--- config.mk ---
export PLATFORM = sky130hd
export DESIGN_NAME = dpx_unit
export DESIGN_NICKNAME = d
export VERILOG_FILES = /design/src/rtl/dpx_pkg.sv /design/src/rtl/dpx_ptr.sv /design/src/rtl/dpx_wreg.sv /design/src/rtl/dpx_ram.sv /design/src/rtl/dpx_unit.sv
export SDC_FILE = /design/constraint.sdc
export NUM_CORES = 1
export LEC_CHECK = 0
export CORE_MARGIN = 2
export CORE_UTILIZATION = 61
export CTS_BUF_LIST = sky130_fd_sc_hd__clkbuf_4
export CTS_CLUSTER_DIAMETER = 50
export DETAILED_ROUTE_END_ITERATION = 10
export MAX_ROUTING_LAYER = met4
export PLACE_DENSITY_LB_ADDON = 0.12
export SETUP_SLACK_MARGIN = 0.2
export SYNTH_ARGS = -nofsm -noshare
export SYNTH_HDL_FRONTEND = slang
export SYNTH_SLANG_ARGS = --single-unit
--- constraint.sdc ---
create_clock -name clk -period 10 [get_ports clk]
set_input_delay 2 -clock clk [delete_from_list [all_inputs] [get_ports clk]]
set_output_delay 2 -clock clk [all_outputs]
set_load 0.005 [all_outputs]
--- src/rtl/dpx_pkg.sv ---
package dpx_pkg;
  typedef enum logic [3:0] {
    OP_NOP  = 4'h0,
    OP_LD   = 4'h1,
    OP_ST   = 4'h2,
    OP_XCH  = 4'h3,
    OP_XCHI = 4'h4,
    OP_XCHD = 4'h5,
    OP_XCHM = 4'h6,
    OP_LDZ  = 4'h7,
    OP_LHI  = 4'h8,
    OP_INCL = 4'h9,
    OP_DECL = 4'hA,
    OP_TAL  = 4'hB,
    OP_TLA  = 4'hC,
    OP_XAW  = 4'hD,
    OP_XHP  = 4'hE,
    OP_XLP  = 4'hF
  } op_e;
endpackage

--- src/rtl/dpx_ptr.sv ---
module dpx_ptr
  import dpx_pkg::*;
#(
  parameter int NW    = 4,
  parameter int NPAIR = 2
) (
  input  logic          clk,
  input  logic          rst_n,
  input  op_e           op,
  input  logic [NW-1:0] imm,
  input  logic [NW-1:0] acc,
  output logic [NW-1:0] dph_q,
  output logic [NW-1:0] dpl_q,
  output logic [NW-1:0] dph_d,
  output logic [NW-1:0] dpl_d
);
  localparam int SW = (NPAIR > 1) ? $clog2(NPAIR) : 1;

  logic [NPAIR-1:0][NW-1:0] hp_q, hp_d, lp_q, lp_d;
  logic [SW-1:0]            sel;
  logic                     en;

  assign sel = imm[SW-1:0];

  always_comb begin
    dph_d = dph_q;
    dpl_d = dpl_q;
    hp_d  = hp_q;
    lp_d  = lp_q;
    en    = 1'b1;
    unique case (op)
      OP_LDZ:           begin dph_d = '0; dpl_d = imm; end
      OP_LHI:           dph_d = imm;
      OP_INCL, OP_XCHI: dpl_d = dpl_q + 1'b1;
      OP_DECL, OP_XCHD: dpl_d = dpl_q - 1'b1;
      OP_XCHM:          dph_d = dph_q ^ {1'b0, imm[NW-2:0]};
      OP_TAL:           dpl_d = acc;
      OP_XHP:           begin dph_d = hp_q[sel]; hp_d[sel] = dph_q; end
      OP_XLP:           begin dpl_d = lp_q[sel]; lp_d[sel] = dpl_q; end
      default:          en = 1'b0;
    endcase
  end

  always_ff @(posedge clk or negedge rst_n) begin
    if (!rst_n) begin
      dph_q <= '0;
      dpl_q <= '0;
      hp_q  <= '0;
      lp_q  <= '0;
    end else if (en) begin
      dph_q <= dph_d;
      dpl_q <= dpl_d;
      hp_q  <= hp_d;
      lp_q  <= lp_d;
    end
  end

  // step-up wraps inside the low nibble, high nibble untouched
  a_r8_incl_wrap: assert property (@(posedge clk) disable iff (!rst_n)
    (op == OP_INCL) |=> (dpl_q == NW'($past(dpl_q) + 1'b1)) && $stable(dph_q));
  // exchange-down decrements only the low nibble
  a_r5_xchd_step: assert property (@(posedge clk) disable iff (!rst_n)
    (op == OP_XCHD) |=> (dpl_q == NW'($past(dpl_q) - 1'b1)) && $stable(dph_q));
  // exchange-flip changes only the three low bits of the high nibble
  a_r6_xchm_flip: assert property (@(posedge clk) disable iff (!rst_n)
    (op == OP_XCHM) |=> ((dph_q ^ $past(dph_q)) == {1'b0, $past(imm[NW-2:0])}) && $stable(dpl_q));
  // high-load keeps the low nibble
  a_r7_lhi_keep: assert property (@(posedge clk) disable iff (!rst_n)
    (op == OP_LHI) |=> (dph_q == $past(imm)) && $stable(dpl_q));
  // idle leaves the pointer alone
  a_r12_idle_ptr: assert property (@(posedge clk) disable iff (!rst_n)
    (op == OP_NOP) |=> $stable(dph_q) && $stable(dpl_q));
endmodule

--- src/rtl/dpx_wreg.sv ---
module dpx_wreg
  import dpx_pkg::*;
#(
  parameter int NW   = 4,
  parameter int NREG = 4
) (
  input  logic          clk,
  input  logic          rst_n,
  input  op_e           op,
  input  logic [NW-1:0] imm,
  input  logic [NW-1:0] acc,
  output logic [NW-1:0] rd
);
  localparam int SW = (NREG > 1) ? $clog2(NREG) : 1;

  logic [NREG-1:0][NW-1:0] a_q, a_d;
  logic [SW-1:0]           sel;
  logic                    we;

  assign sel = imm[SW-1:0];
  assign we  = (op == OP_XAW);
  assign rd  = a_q[sel];

  always_comb begin
    a_d      = a_q;
    a_d[sel] = acc;
  end

  always_ff @(posedge clk or negedge rst_n) begin
    if (!rst_n)  a_q <= '0;
    else if (we) a_q <= a_d;
  end

  // scratch registers hold unless a scratch exchange is issued
  a_r10_hold: assert property (@(posedge clk) disable iff (!rst_n)
    (op != OP_XAW) |=> $stable(a_q));
endmodule

--- src/rtl/dpx_ram.sv ---
module dpx_ram #(
  parameter int NW = 4,
  parameter int AW = 8
) (
  input  logic          clk,
  input  logic          we,
  input  logic [AW-1:0] addr,
  input  logic [NW-1:0] wdata,
  output logic [NW-1:0] rdata
);
  localparam int DEPTH = 1 << AW;

  logic [NW-1:0] mem [DEPTH];

  assign rdata = mem[addr];

  always_ff @(posedge clk) begin
    if (we) mem[addr] <= wdata;
  end
endmodule

--- src/rtl/dpx_unit.sv ---
module dpx_unit
  import dpx_pkg::*;
#(
  parameter int NW    = 4,
  parameter int NREG  = 4,
  parameter int NPAIR = 2
) (
  input  logic          clk,
  input  logic          rst_n,
  input  logic [3:0]    op_i,
  input  logic [NW-1:0] imm_i,
  input  logic [NW-1:0] acc_i,
  output logic [NW-1:0] acc_o,
  output logic          zf_o,
  output logic          zf_we_o
);
  localparam int AW = 2 * NW;

  op_e           op;
  logic [NW-1:0] dph_q, dpl_q, dph_d, dpl_d;
  logic [NW-1:0] ram_rd, wreg_rd;
  logic          ram_we;

  assign op = op_e'(op_i);

  dpx_ptr #(.NW(NW), .NPAIR(NPAIR)) u_ptr (
    .clk, .rst_n, .op, .imm(imm_i), .acc(acc_i),
    .dph_q, .dpl_q, .dph_d, .dpl_d
  );

  dpx_wreg #(.NW(NW), .NREG(NREG)) u_wreg (
    .clk, .rst_n, .op, .imm(imm_i), .acc(acc_i), .rd(wreg_rd)
  );

  dpx_ram #(.NW(NW), .AW(AW)) u_ram (
    .clk, .we(ram_we), .addr({dph_q, dpl_q}), .wdata(acc_i), .rdata(ram_rd)
  );

  always_comb begin
    acc_o   = acc_i;
    zf_o    = 1'b0;
    zf_we_o = 1'b0;
    ram_we  = 1'b0;
    unique case (op)
      OP_LD:   begin acc_o = ram_rd; zf_we_o = 1'b1; zf_o = (ram_rd == '0); end
      OP_ST:   ram_we = 1'b1;
      OP_XCH:  begin acc_o = ram_rd; ram_we = 1'b1; zf_we_o = 1'b1; zf_o = (ram_rd == '0); end
      OP_XCHI, OP_XCHD:
               begin acc_o = ram_rd; ram_we = 1'b1; zf_we_o = 1'b1; zf_o = (dpl_d == '0); end
      OP_XCHM: begin acc_o = ram_rd; ram_we = 1'b1; zf_we_o = 1'b1; zf_o = (dph_d == '0); end
      OP_INCL, OP_DECL:
               begin zf_we_o = 1'b1; zf_o = (dpl_d == '0); end
      OP_TLA:  begin acc_o = dpl_q; zf_we_o = 1'b1; zf_o = (dpl_q == '0); end
      OP_XAW:  acc_o = wreg_rd;
      default: ;
    endcase
  end

  // every exchange hands back the word the pointer addressed
  a_r3_xch_data: assert property (@(posedge clk) disable iff (!rst_n)
    (op inside {OP_XCH, OP_XCHI, OP_XCHD, OP_XCHM}) |-> (acc_o == ram_rd));
  // transfer out of the low nibble returns the pointer itself
  a_r9_tla_value: assert property (@(posedge clk) disable iff (!rst_n)
    (op == OP_TLA) |-> (acc_o == dpl_q) && zf_we_o);
endmodule

==> summary.md <==
| Metric | Value |
|---|---|
| Min Tclk post-route | `8520 ps` |
| Via total after detailed routing | `23200` |
| RSZ-0062 raised after global routing | `false` |
| Die area | `0.0717 mm2` |
| Critical path, cell by cell | `buf_12 > mux4_2 > a22oi_1 > a21oi_1 > nor4_1 > o22ai_1 > a211oi_1 > nand2_1 > o41ai_2 > clkdlybuf4s50_1` |
| Final Cycle Share | `0.852` |
| Hold Buf Count CTS | `0` |
| Post-synthesis mux area share | `0.147` |
| Post-CTS setup buffers | `0` |
| Reg area | `0.0318 mm2` |
| I/O Buffers | `19` |
| GRT Overall Usage | `0.302` |
| Initial antenna violation count | `3` |
| Clock sink count | `1064` |
| Peak fanout along the critical path | `77` |
| CTS tree | `built` |
| Overall routed net length | `102000 um` |
| Initial DRC Count | `2807` |
| Count of state elements after synthesis | `1064` |
| Nets | `2449` |
| Top cell type's share of synthesized area | `0.724` |
| Fillers | `4568` |
| Max-cap violations | `0` |
| Starting density of the core | `0.618` |
| Slowest Stage Delay on Critical Path | `990 ps` |
| RD Place Congestion | `0.869` |
| DRC | `0` |
| CTS root buf | `clkbuf_4` |
| Buf/Inv on CP | `2` |
| Post-synthesis sequential area ratio | `0.748` |
| H-Tree Level Count | `5` |
| Drt pass-1 iters | `6` |
| Die H | `268 um` |
| CTS Buffer Depth | `4` |
| FMAX | `117 MHz` |
| Synth-to-Final Area Change | `10.2%` |
| Antenna-violating nets left | `0` |
| Worst-Margin Slew | `1060 ps` |
| CTS buffer count | `282` |
| Share of cells above drive strength 1 | `0.282` |
| Core area | `0.0687 mm2` |
| Synth area leader | `edfxtp_1` |
| Pin count of the biggest net entering global routing | `219` |
| Critical path required time | `8000 ps` |
| Final core occ | `0.681` |
| Relative slew slack | `0.289` |
| GR Overflow Total | `0` |
| Hold Path Class | `reg2reg` |
| Ys Warns | `0` |
| Clk slew on worst S/H paths | `60 ps` |
| Avg Inst Size Synth | `18.9 um2` |
| Post-synth EDFFs | `1024` |
| Ys async rst share | `0.0376` |
| Post-Synth Adder-Cell Area | `0.00106` |
| Synthesized instance count | `2245` |
| Final Hold Vio Count | `0` |
| Largest delay contributor family on the critical path | `compound AO/OA/AOI/OAI gates` |
| Avg WL per Cell | `28.8 um` |
| Synth Area in Compound Gates | `0.0410` |
| Crit path DAT | `6520 ps` |
| Crit end category | `primary output` |
| Tot Pwr | `10.9 mW` |
| Largest family of logic cells by synthesized area | `multiplexers` |
| PD cells | `234 mW/mm2` |
| Worst-Skew Late Latency | `1140 ps` |
| Multi-input logic area | `0.00997 mm2` |
| Final setup TNS | `0 ps` |
| Number of vias per cell | `6.55` |
| Post-Syn Area | `0.0425 mm2` |
| CP max stage cell | `dfrtp_4` |
| Worst vdd ir | `0.159 mV` |
| Post-DP HPWL | `57200 um` |
| Die Span X | `268 um` |
| Vias in the first global route | `23400` |
| Clock skew | `73.7 ps` |
| Synth cell types | `60` |
| First-pass GRT wire length | `150000 um` |
| Synth Area in Simple Gates | `0.0438` |
| Post-Synth XOR/XNOR Area | `0.000619` |
| Final setup vio count | `0` |
| Synthesized Nets | `2262` |
| FP Rows | `96` |
| Io pins | `20` |
| Pins over their slew limit | `0` |
| WS Path Type | `reg2out` |
| LEAKAGE | `15.0 nW` |
| Post-CTS resize count | `0` |
| Synth area leaders | `edfxtp_1, mux4_2, nor2_1, dfrtp_1, a22oi_1` |
| Status | `completed` |
| Worst Setup Start Kind | `register` |
| Synth Flop Type | `edfxtp_1` |
==> report_power, final <==
group | switching [mW] | internal (mW) | total [mW] | leakage, nW
clock | 1.68 | 1.88 | 3.56 | 1.97
combinational | 1.33 | 0.992 | 2.32 | 3.30
sequential | 0.124 | 4.94 | 5.06 | 9.71
==> cell usage in the layout (no fill, tap or decap), types with 3 or more instances in the layout <==
master,netlist,layout
a22oi_1,109,109
clkdlybuf4s50_1,0,14
a221oi_1,8,8
bufinv_16,0,4
a21oi_1,65,65
buf_4,13,21
nor2_1,301,300
nand3_1,21,21
clkbuf_4,0,386
dfrtp_1,40,37
mux4_2,246,246
o211ai_1,5,5
clkinv_2,0,5
clkinv_1,0,56
nand2_1,66,55
inv_2,0,6
nand4_1,5,5
inv_1,11,11
mux2i_1,37,37
and3_1,7,7
nand2b_1,8,8
o22ai_1,7,7
nor2b_1,12,10
or4_1,3,3
a211oi_1,5,5
o21a_1,3,3
buf_6,12,4
o21ai_0,28,28
o221ai_1,4,4
o2111ai_1,4,4
a31oi_1,3,3
diode_2,0,5
buf_12,0,10
mux2_2,30,30
edfxtp_1,1024,1024
nand2_2,0,11
nor4_1,13,13
==> final cells by class <==
class / instances / area share
Clock inverter: 71 / 0.00808
Tap cell: 931 / 0.0249
Timing Repair Buffer: 50 / 0.0117
Antenna cell: 5 / 0.000267
Multi-Input combinational cell: 1023 / 0.213
Clock buffer: 386 / 0.0620
Sequential cell: 1064 / 0.679
Inverter: 11 / 0.000883
==> synthesized netlist by cell type (5+ instances only) <==
| cell | count |
|---|---|
| nor2b_1 | 12 |
| mux2i_1 | 37 |
| edfxtp_1 | 1024 |
| nand4_1 | 5 |
| nor2_1 | 301 |
| buf_2 | 26 |
| mux4_2 | 246 |
| buf_4 | 13 |
| inv_1 | 11 |
| buf_6 | 12 |
| a221oi_1 | 8 |
| a21oi_1 | 65 |
| nand3_1 | 21 |
| clkbuf_1 | 83 |
| a211oi_1 | 5 |
| a22oi_1 | 109 |
| o211ai_1 | 5 |
| o21ai_0 | 28 |
| o22ai_1 | 7 |
| nor4_1 | 13 |
| nand2b_1 | 8 |
| and3_1 | 7 |
| buf_1 | 11 |
| nand2_1 | 66 |
| mux2_2 | 30 |
| dfrtp_1 | 40 |
==> flip-flops by register name (all words and copies together), names as in the netlist <==
name         cells
u_ptr.hp_q       8
u_ptr.dph_q      4
u_ram.mem     1024
u_ptr.dpl_q      4
u_ptr.lp_q       8
u_wreg.a_q      16
==> stage by stage <==
stage / hold slack [ps] / area [um2] / cells / setup slack (ps)
floorplan: 441 / 42500 / 2245 / 3940
global placement: 471 / 43500 / 3079 / 2300
detailed placement: 478 / 43500 / 3079 / 2310
CTS: 489 / 46800 / 3536 / 1490
global route: 515 / 46800 / 3540 / 1160
finish: 490 / 46800 / 3541 / 1480
==> tightest hold or removal path: stages, from the launching register on <==
cell and delay, ps:
dfrtp_1 340, nand2_1 50, o21ai_0 60
==> cell families after synthesis <==
group | after synthesis
AOI/OAI and AO/OA | 258
xor gates and xnor gates | 3
adders and majority gates | 3
buffers and inverters | 158
DFF | 1064
muxes | 313
and+or+nand+nor | 446
==> routing by layer <==
metal / vias to the layer above / part of all wire / global-route usage
met3: 209 / 0.11 / 0.0821
met4: 0 / 0.028 / 0.114
met2: 1438 / 0.47 / 0.435
met5: - / 0 / -
li1: 9665 / - / -
met1: 11900 / 0.39 / 0.422
==> path summary, 6_finish.rpt <==
| check | from | endpoint | slack [ps] | depth (start not counted) |
|---|---|---|---|---|
| hold / removal | u_ptr.lp_q[7] | u_ptr.lp_q[7] | 490 | 2 |
| setup / recovery | u_ptr.dpl_q[0] | zf_o | 1480 | 10 |
| setup reg to reg | u_ptr.dpl_q[3] | u_ram.mem[171][1] | 5990 | 4 |
| hold reg to reg | u_ptr.lp_q[7] | u_ptr.lp_q[7] | 490 | 2 |
| max in group asynchronous | rst_n | u_ptr.dpl_q[0] | 8260 | 1 |
| min in group asynchronous | rst_n | u_ptr.dpl_q[1] | 1060 | 1 |
No activity file was read; power rests on OpenSTA's default activity.
